--- src/rtl/kbd_evt_pkg.sv ---
package kbd_evt_pkg;

    localparam int unsigned BYTE_W = 8;

    localparam logic [BYTE_W-1:0] PFX_BREAK = 8'hF0;
    localparam logic [BYTE_W-1:0] PFX_EXT   = 8'hE0;

    typedef enum logic [1:0] {
        KIND_CODE  = 2'd0,
        KIND_BREAK = 2'd1,
        KIND_EXT   = 2'd2
    } byte_kind_e;

    typedef struct packed {
        logic              ext;
        logic [BYTE_W-1:0] code;
    } key_id_t;

    typedef struct packed {
        key_id_t key;
        logic    rel;
        logic    rpt;
    } key_evt_t;

    function automatic byte_kind_e classify(input logic [BYTE_W-1:0] b);
        if (b == PFX_BREAK)    return KIND_BREAK;
        else if (b == PFX_EXT) return KIND_EXT;
        else                   return KIND_CODE;
    endfunction

endpackage

--- src/rtl/kd_prefix_track.sv ---
module kd_prefix_track
    import kbd_evt_pkg::*;
(
    input  logic              clk,
    input  logic              rst,
    input  logic              take,
    input  logic [BYTE_W-1:0] din,
    output logic              code_take,
    output logic              brk_pend,
    output logic              ext_pend
);

    byte_kind_e kind;

    assign kind      = classify(din);
    assign code_take = take && (kind == KIND_CODE);

    always_ff @(posedge clk) begin
        if (rst) begin
            brk_pend <= 1'b0;
            ext_pend <= 1'b0;
        end else if (take) begin
            case (kind)
                KIND_BREAK: brk_pend <= 1'b1;
                KIND_EXT:   ext_pend <= 1'b1;
                default: begin
                    brk_pend <= 1'b0;
                    ext_pend <= 1'b0;
                end
            endcase
        end
    end

    AST_PFX_CLEAR_AFTER_CODE: assert property (@(posedge clk) disable iff (rst)
        $past(code_take) |-> (!brk_pend && !ext_pend));

    AST_PFX_HOLD_WHEN_IDLE: assert property (@(posedge clk) disable iff (rst)
        !$past(take) |-> ($stable(brk_pend) && $stable(ext_pend)));

endmodule

--- src/rtl/kd_repeat_track.sv ---
module kd_repeat_track
    import kbd_evt_pkg::*;
(
    input  logic    clk,
    input  logic    rst,
    input  logic    fire,
    input  logic    rel,
    input  key_id_t key,
    output logic    hit
);

    key_id_t last_q;
    logic    armed_q;

    assign hit = fire && !rel && armed_q && (last_q == key);

    always_ff @(posedge clk) begin
        if (rst) begin
            armed_q <= 1'b0;
            last_q  <= '0;
        end else if (fire) begin
            if (rel) begin
                armed_q <= 1'b0;
            end else begin
                armed_q <= 1'b1;
                last_q  <= key;
            end
        end
    end

    AST_RPT_DISARM_ON_REL: assert property (@(posedge clk) disable iff (rst)
        $past(fire && rel) |-> !armed_q);

endmodule

--- src/rtl/key_event_decoder.sv ---
module key_event_decoder
    import kbd_evt_pkg::*;
(
    input  logic              clk,
    input  logic              rst,
    input  logic              byte_valid,
    input  logic              byte_err,
    input  logic [BYTE_W-1:0] byte_data,
    output logic              evt_valid,
    output logic [BYTE_W-1:0] evt_code,
    output logic              evt_ext,
    output logic              evt_rel,
    output logic              evt_rpt
);

    logic     take;
    logic     code_take;
    logic     brk_pend;
    logic     ext_pend;
    logic     rpt_hit;
    key_id_t  cur_key;
    key_evt_t evt_q;

    assign take    = byte_valid && !byte_err;
    assign cur_key = '{ext: ext_pend, code: byte_data};

    kd_prefix_track u_pfx (
        .clk       (clk),
        .rst       (rst),
        .take      (take),
        .din       (byte_data),
        .code_take (code_take),
        .brk_pend  (brk_pend),
        .ext_pend  (ext_pend)
    );

    kd_repeat_track u_rpt (
        .clk  (clk),
        .rst  (rst),
        .fire (code_take),
        .rel  (brk_pend),
        .key  (cur_key),
        .hit  (rpt_hit)
    );

    always_ff @(posedge clk) begin
        if (rst) begin
            evt_valid <= 1'b0;
            evt_q     <= '0;
        end else begin
            evt_valid <= code_take;
            if (code_take) begin
                evt_q <= '{key: cur_key, rel: brk_pend, rpt: rpt_hit};
            end
        end
    end

    assign evt_code = evt_q.key.code;
    assign evt_ext  = evt_q.key.ext;
    assign evt_rel  = evt_q.rel;
    assign evt_rpt  = evt_q.rpt;

    AST_EVT_NEEDS_GOOD_BYTE: assert property (@(posedge clk) disable iff (rst)
        evt_valid |-> $past(byte_valid && !byte_err));

    AST_EVT_CODE_FROM_BYTE: assert property (@(posedge clk) disable iff (rst)
        evt_valid |-> (evt_code == $past(byte_data)));

    AST_PREFIX_SILENT: assert property (@(posedge clk) disable iff (rst)
        $past(byte_valid && !byte_err &&
              (byte_data == PFX_BREAK || byte_data == PFX_EXT)) |-> !evt_valid);

    AST_FIELDS_HOLD: assert property (@(posedge clk) disable iff (rst)
        !evt_valid |-> ($stable(evt_code) && $stable(evt_ext) &&
                        $stable(evt_rel) && $stable(evt_rpt)));

    AST_NO_RPT_AFTER_REL: assert property (@(posedge clk) disable iff (rst)
        ($past(evt_valid && evt_rel) && evt_valid) |-> !evt_rpt);

endmodule

--- config.mk ---
export PLATFORM = sky130hd
export DESIGN_NAME = key_event_decoder
export DESIGN_NICKNAME = d
export VERILOG_FILES = /design/src/rtl/kbd_evt_pkg.sv /design/src/rtl/kd_prefix_track.sv /design/src/rtl/kd_repeat_track.sv /design/src/rtl/key_event_decoder.sv
export SDC_FILE = /design/constraint.sdc
export NUM_CORES = 1
export LEC_CHECK = 0
export BUFFER_PORTS_ARGS = -buffer_cell sky130_fd_sc_hd__buf_2
export CORE_MARGIN = 8
export CORE_UTILIZATION = 45
export DETAILED_ROUTE_END_ITERATION = 10
export PLACE_DENSITY = 0.77
export SYNTH_ARGS = -nofsm -noshare
export SYNTH_HDL_FRONTEND = slang
export SYNTH_SLANG_ARGS = --single-unit
--- constraint.sdc ---
create_clock -name clk -period 1.3 [get_ports clk]
set_input_delay 0.13 -clock clk [delete_from_list [all_inputs] [get_ports clk]]
set_output_delay 0.13 -clock clk [all_outputs]
set_load 0.01 [all_outputs]
Yosys cells after proc, flatten, opt, wreduce, memory -nomap -nowiden
Index checks and enable logic that the tools add are counted.
{ "totals": {"regBits": 24, "latch_bits": 0, "ram_bits": 0, "mem_bits_ro": 0, "inputBits": 12, "out_inout_bits": 12, "word_cells": 34, "mem_count": 0} }
{ "op_classes": {"addsub": 0, "multipliers": 0, "div_mod_pow": 0, "n_lt_le_gt_ge": 0, "eq_ne": 5, "shift": 0, "mux": 5, "n_bitwise": 3, "reduce_logical": 11} }
{ "ops": {"columns": ["operator", "n"], "rows": [
  ["equality test 8 bit (second input constant)", 2],
  ["equality test 9 bit", 1],
  ["AND reduction 2 bit", 3],
  ["logical AND 1 bit", 5],
  ["2-to-1 mux 2 bit", 2],
  ["one-hot mux 1 bit (2 select lines)", 2],
  ["NOT 1 bit", 3],
  ["equality test 2 x 1 -> 1 bit (second input constant)", 1],
  ["equality test 2 bit (second input constant)", 1],
  ["logical NOT 1 bit", 2],
  ["logical NOT 2 bit", 1],
  ["2-to-1 mux 1 bit", 1]
]} }

Logic depth before layout (Yosys ltp)
{ "depth": {"depth_word": 8, "depth_mapped": 5, "mapped_depth_nobuf": 4} }

Hierarchy
A second synthesis with hierarchy kept.
{ "hier_totals": {"cells_unflattened": 106, "area_unflattened_um2": 1029.7} }
{ "modules_own_cells": {"columns": ["mod", "instances", "cells_per_inst", "area_each_um2", "seq_area_each_um2"], "rows": [
  ["kd_repeat_track", 1, 57, 513.0, 200.2],
  ["key_event_decoder", 1, 38, 420.4, 240.2],
  ["kd_prefix_track", 1, 11, 96.3, 40.0]
]} }

Worst setup path before layout
No wires, ideal clock.
{ "synth_path": {"path_type": "input port to flip-flop", "start": "input byte_data[3]", "end": "register u_rpt.last_q[0] (netlist name)", "setup_time_ps": 117, "t_arrival_ps": 1044, "required_ps": 1183, "setup_slack_ps": 140, "cell_stages": 5, "path_buffers": 1, "cell_sequence": "and4bb_1 -> a31oi_4 -> nor3b_4 -> buf_6 -> a22o_1"} }
{ "synth_via": {"elab_chain_cells": 6, "elab_cells_between_ends": 7, "classes_between": "eq/ne: 2; mux: 2; reduce/logical: 3"} }
{ "synth_lines": {"columns": ["element", "line", "rtl"], "rows": [
  ["start, declared", "key_event_decoder.sv:8", "input logic [BYTE_W-1:0] byte_data,"],
  ["equality test 8 bit", "kbd_evt_pkg.sv:27", "else if (b == PFX_EXT) return KIND_EXT;"],
  ["2-to-1 mux 2 bit", "kbd_evt_pkg.sv:27", null],
  ["2-to-1 mux 2 bit *", "kbd_evt_pkg.sv:26", "if (b == PFX_BREAK) return KIND_BREAK;"],
  ["logical NOT 2 bit *", "kd_prefix_track.sv:16", "assign code_take = take && (kind == KIND_CODE);"],
  ["logical AND 1 bit *", "kd_prefix_track.sv:16", null],
  ["AND reduction 2 bit (no source line) *", null, null],
  ["end signal, assigned", "kd_repeat_track.sv:26", "last_q <= key;"],
  ["end, declared", "kd_repeat_track.sv:12", "key_id_t last_q;"]
]} }
Every way passes the cells marked *; elsewhere a longest branch is shown, timed or not.
A chain may end at the register's enable or synchronous reset.

Final worst setup path
{ "layout_path": {"start": "input byte_data[6]", "end": "register u_rpt.last_q[6] (netlist name)"} }
{ "layout_via": {"elab_chain_cells": 6, "elab_cells_between_ends": 7, "classes_between": "eq/ne: 2; mux: 2; reduce/logical: 3"} }
{ "layout_lines": {"columns": ["element", "line"], "rows": [
  ["equality test 8 bit", "kbd_evt_pkg.sv:27"],
  ["2-to-1 mux 2 bit", "kbd_evt_pkg.sv:27"],
  ["2-to-1 mux 2 bit", "kbd_evt_pkg.sv:26"],
  ["logical NOT 2 bit", "kd_prefix_track.sv:16"],
  ["logical AND 1 bit", "kd_prefix_track.sv:16"],
  ["AND reduction 2 bit (no source line)", null]
]} }
Parallel ways exist; a longest one is shown, timed or not.

==> impl_results.md <==
- Post-CTS Setup Repair Bufs: 0
- Dpl hpwl: 1480 um
- DR iter-0 viols: 8
- Final setup vio count: 0
- Latest clock arrival within the worst-skew pair: between 300 and 400 ps
- Commonest non-fill, non-tap cell in the layout: dfxtp_1
- Net switching power: approximately 330 uW
- Ys Warns: 0
- Final Cycle Share: about 88%
- Ant diodes: 0
- Design area: 0.00116 mm^2
- Part of the power in the clock network: 35.4%
- Routed WL: 1950 um
- CTS clock-pin slew for the worst setup and hold paths: 140 ps
- Worst path arrival time: approximately 1400 ps
- Cells after DPL: 133
- Mean Syn Cell Area: approximately 12 um^2
- Unrepaired setup endpoints after global routing: no
- Top FF cell, synth: dfxtp_1
- Post-DR vias/cell: 5.08
- Crit path kind: primary input to flip-flop
- Post-synthesis sequential area ratio: 53.7%
- Non-filler cells, final: 137
- Grt ovf: 0
- Setup TNS: 0 ps
- First-pass GRT wire length: 3260 um
- Hold Buf Count CTS: 0
- DRC: 0
- Layout cells sized above 1: 37.3%
- Syn nets: between 80 and 90
- Total clock buffers created by CTS: 3
- Worst Skew: between 8 and 9 ps
- Number of cells on the worst reg-to-reg path: 2
- Initial antenna violation count: 0
- Lkg Pwr: ~0.00051 uW
- Pint: 1170 uW
- Largest net degree at the start of global routing: 15
- Clock sink total: 24
- CP startpoint kind: primary input
- Vias: 696
- Max Clk Rate: 877 MHz
- Chip Height: approximately 61 um
- Flop and latch count out of synthesis: 24
- Critical Path RT: 1570 ps
- Hold Path Class: primary input to flip-flop
- Period minus WS final: 1140 ps
- Io pins: 24
- Synth area leader: dfxtp_1
- Number of global-route vias before repair: 717
- Initial Utilization: 46.5%
- Hold path cells: 2
- Crit end category: flip-flop
- Most frequent cells in the layout: dfxtp_1, buf_2, a22o_1
- P per Cell Area: 1300 mW/mm^2
- Combinational share of power: approximately an eighth
- DIE AREA: 0.00367 mm^2
- Gr usage total: 11.5%
- Final Net Count: 123
- Number of H-tree levels: 1
- Crit-path max FO: 11
- Post-route ant nets: 0
- Status: complete, no violations
- Area Overhead vs Synth: 29.4%
- Die X: between 60 and 70 um
- Drt wl/cell: 14.3 um
- Async set-reset flop share out of synthesis: 0%
- Placed instance area: around 0.0011 mm^2
- Core area: 0.00192 mm^2
- Slew HR: 66.6%
- Longest Clk Path Bufs: 2
- Pre-antenna DRT Iters: 4
- Switching share of total power: 21.8%
- Post-synth EDFFs: 0
- Worst slew pin tran: about 500 ps
- Max VDD drop: 0.000766 V
- CTS tree: built
- # rows: 16
- I/O Buffers: 23
- Synth top area cells: dfxtp_1, a22o_1, xnor2_1, a31oi_4, nor3b_4
- Root buffer cell: clkbuf_4
- Final hold slack: 79.9 ps
- CTS resizes: 0
- Synth Cell Area: 895 um^2
- Post-Syn Instances: 75
- Count of final hold-check violations: 0
- Max Cap Violations: 0
- Part of the power in registers: 52.6%
- GPL Wtd Cong: 0.736
- Netlist cell types: 19
- Max-slew violation count: 0
- FILL cells: 167
- Final Power: about 1500 uW
- Synth top area share: 53.7%
[per-layer routing]
layer	GRT usage [%]	up-vias	routed length, um
li1	-	348	-
met1	13.8	335	867
met2	19.0	11	971
met3	1.91	2	87
met4	5.98	0	27
met5	0	-	0
[through the flow]
step	worst slack (ps)	utilization, %
final	160	60.2
after detailed placement	-154	57.5
after global placement	-94.6	57.5
after floorplan	140	-
after CTS	160	60.2
after global routing	86.7	60.2
[state kept, by name, indices dropped and copies added (netlist names)]
| signal | flops |
|---|---|
| evt_code | 8 |
| evt_ext | 1 |
| evt_rel | 1 |
| evt_rpt | 1 |
| evt_valid | 1 |
| u_pfx.brk_pend | 1 |
| u_pfx.ext_pend | 1 |
| u_rpt.armed_q | 1 |
| u_rpt.last_q | 9 |
[final timing paths]
check | startpoint | endpoint | slack, ps
setup / recovery | byte_data[6] | u_rpt.last_q[6] | 160
hold reg to reg | evt_rel | evt_rel | 480
hold / removal | rst | u_pfx.brk_pend | 80
setup reg to reg | u_pfx.brk_pend | u_rpt.last_q[6] | 180
[layout make-up]
class / instances / area, um^2 / share of cell area (%)
Sequential cell: 24 / 480 / 41.5
Multi-Input combinational cell: 46 / 385 / 33.3
Timing Repair Buffer: 34 / 198 / 17.1
Tap cell: 27 / 33.8 / 2.92
Clock inverter: 1 / 30.0 / 2.59
Clock buffer: 3 / 22.5 / 1.95
Inverter: 2 / 7.51 / 0.649
[worst max-delay path, cell delays in order]
cell and delay, ps:
buf_2 100, and4bb_1 220, a31oi_4 220, nor3b_4 500, a22o_1 230
[power groups by stage]
stage	clock, uW	combinational, uW	sequential, uW
6_report	531	180	790
5_1_grt	573	197	793
4_1_cts	535	183	789
3_5_place_dp	0	182	805
3_3_place_gp	0	177	804
2_1_floorplan	0	87.3	810
[kinds of logic after synthesis]
family / count (synthesis) / synth area share, %
AND/OR/NAND/NOR: 12 / 9.09
AO/OA/AOI/OAI: 25 / 25.2
buffers and inverters: 5 / 3.22
XOR/XNOR: 9 / 8.81
flip-flops: 24 / 53.7
[cells in the mapped netlist (all sizes together), types with 2 or more instances]
cell,count
a22o,19
a31oi,2
buf,3
dfxtp,24
inv,2
nand4,2
nor2,3
nor3,2
o21a,2
xnor2,9
(Power assumes the default switching activity.)
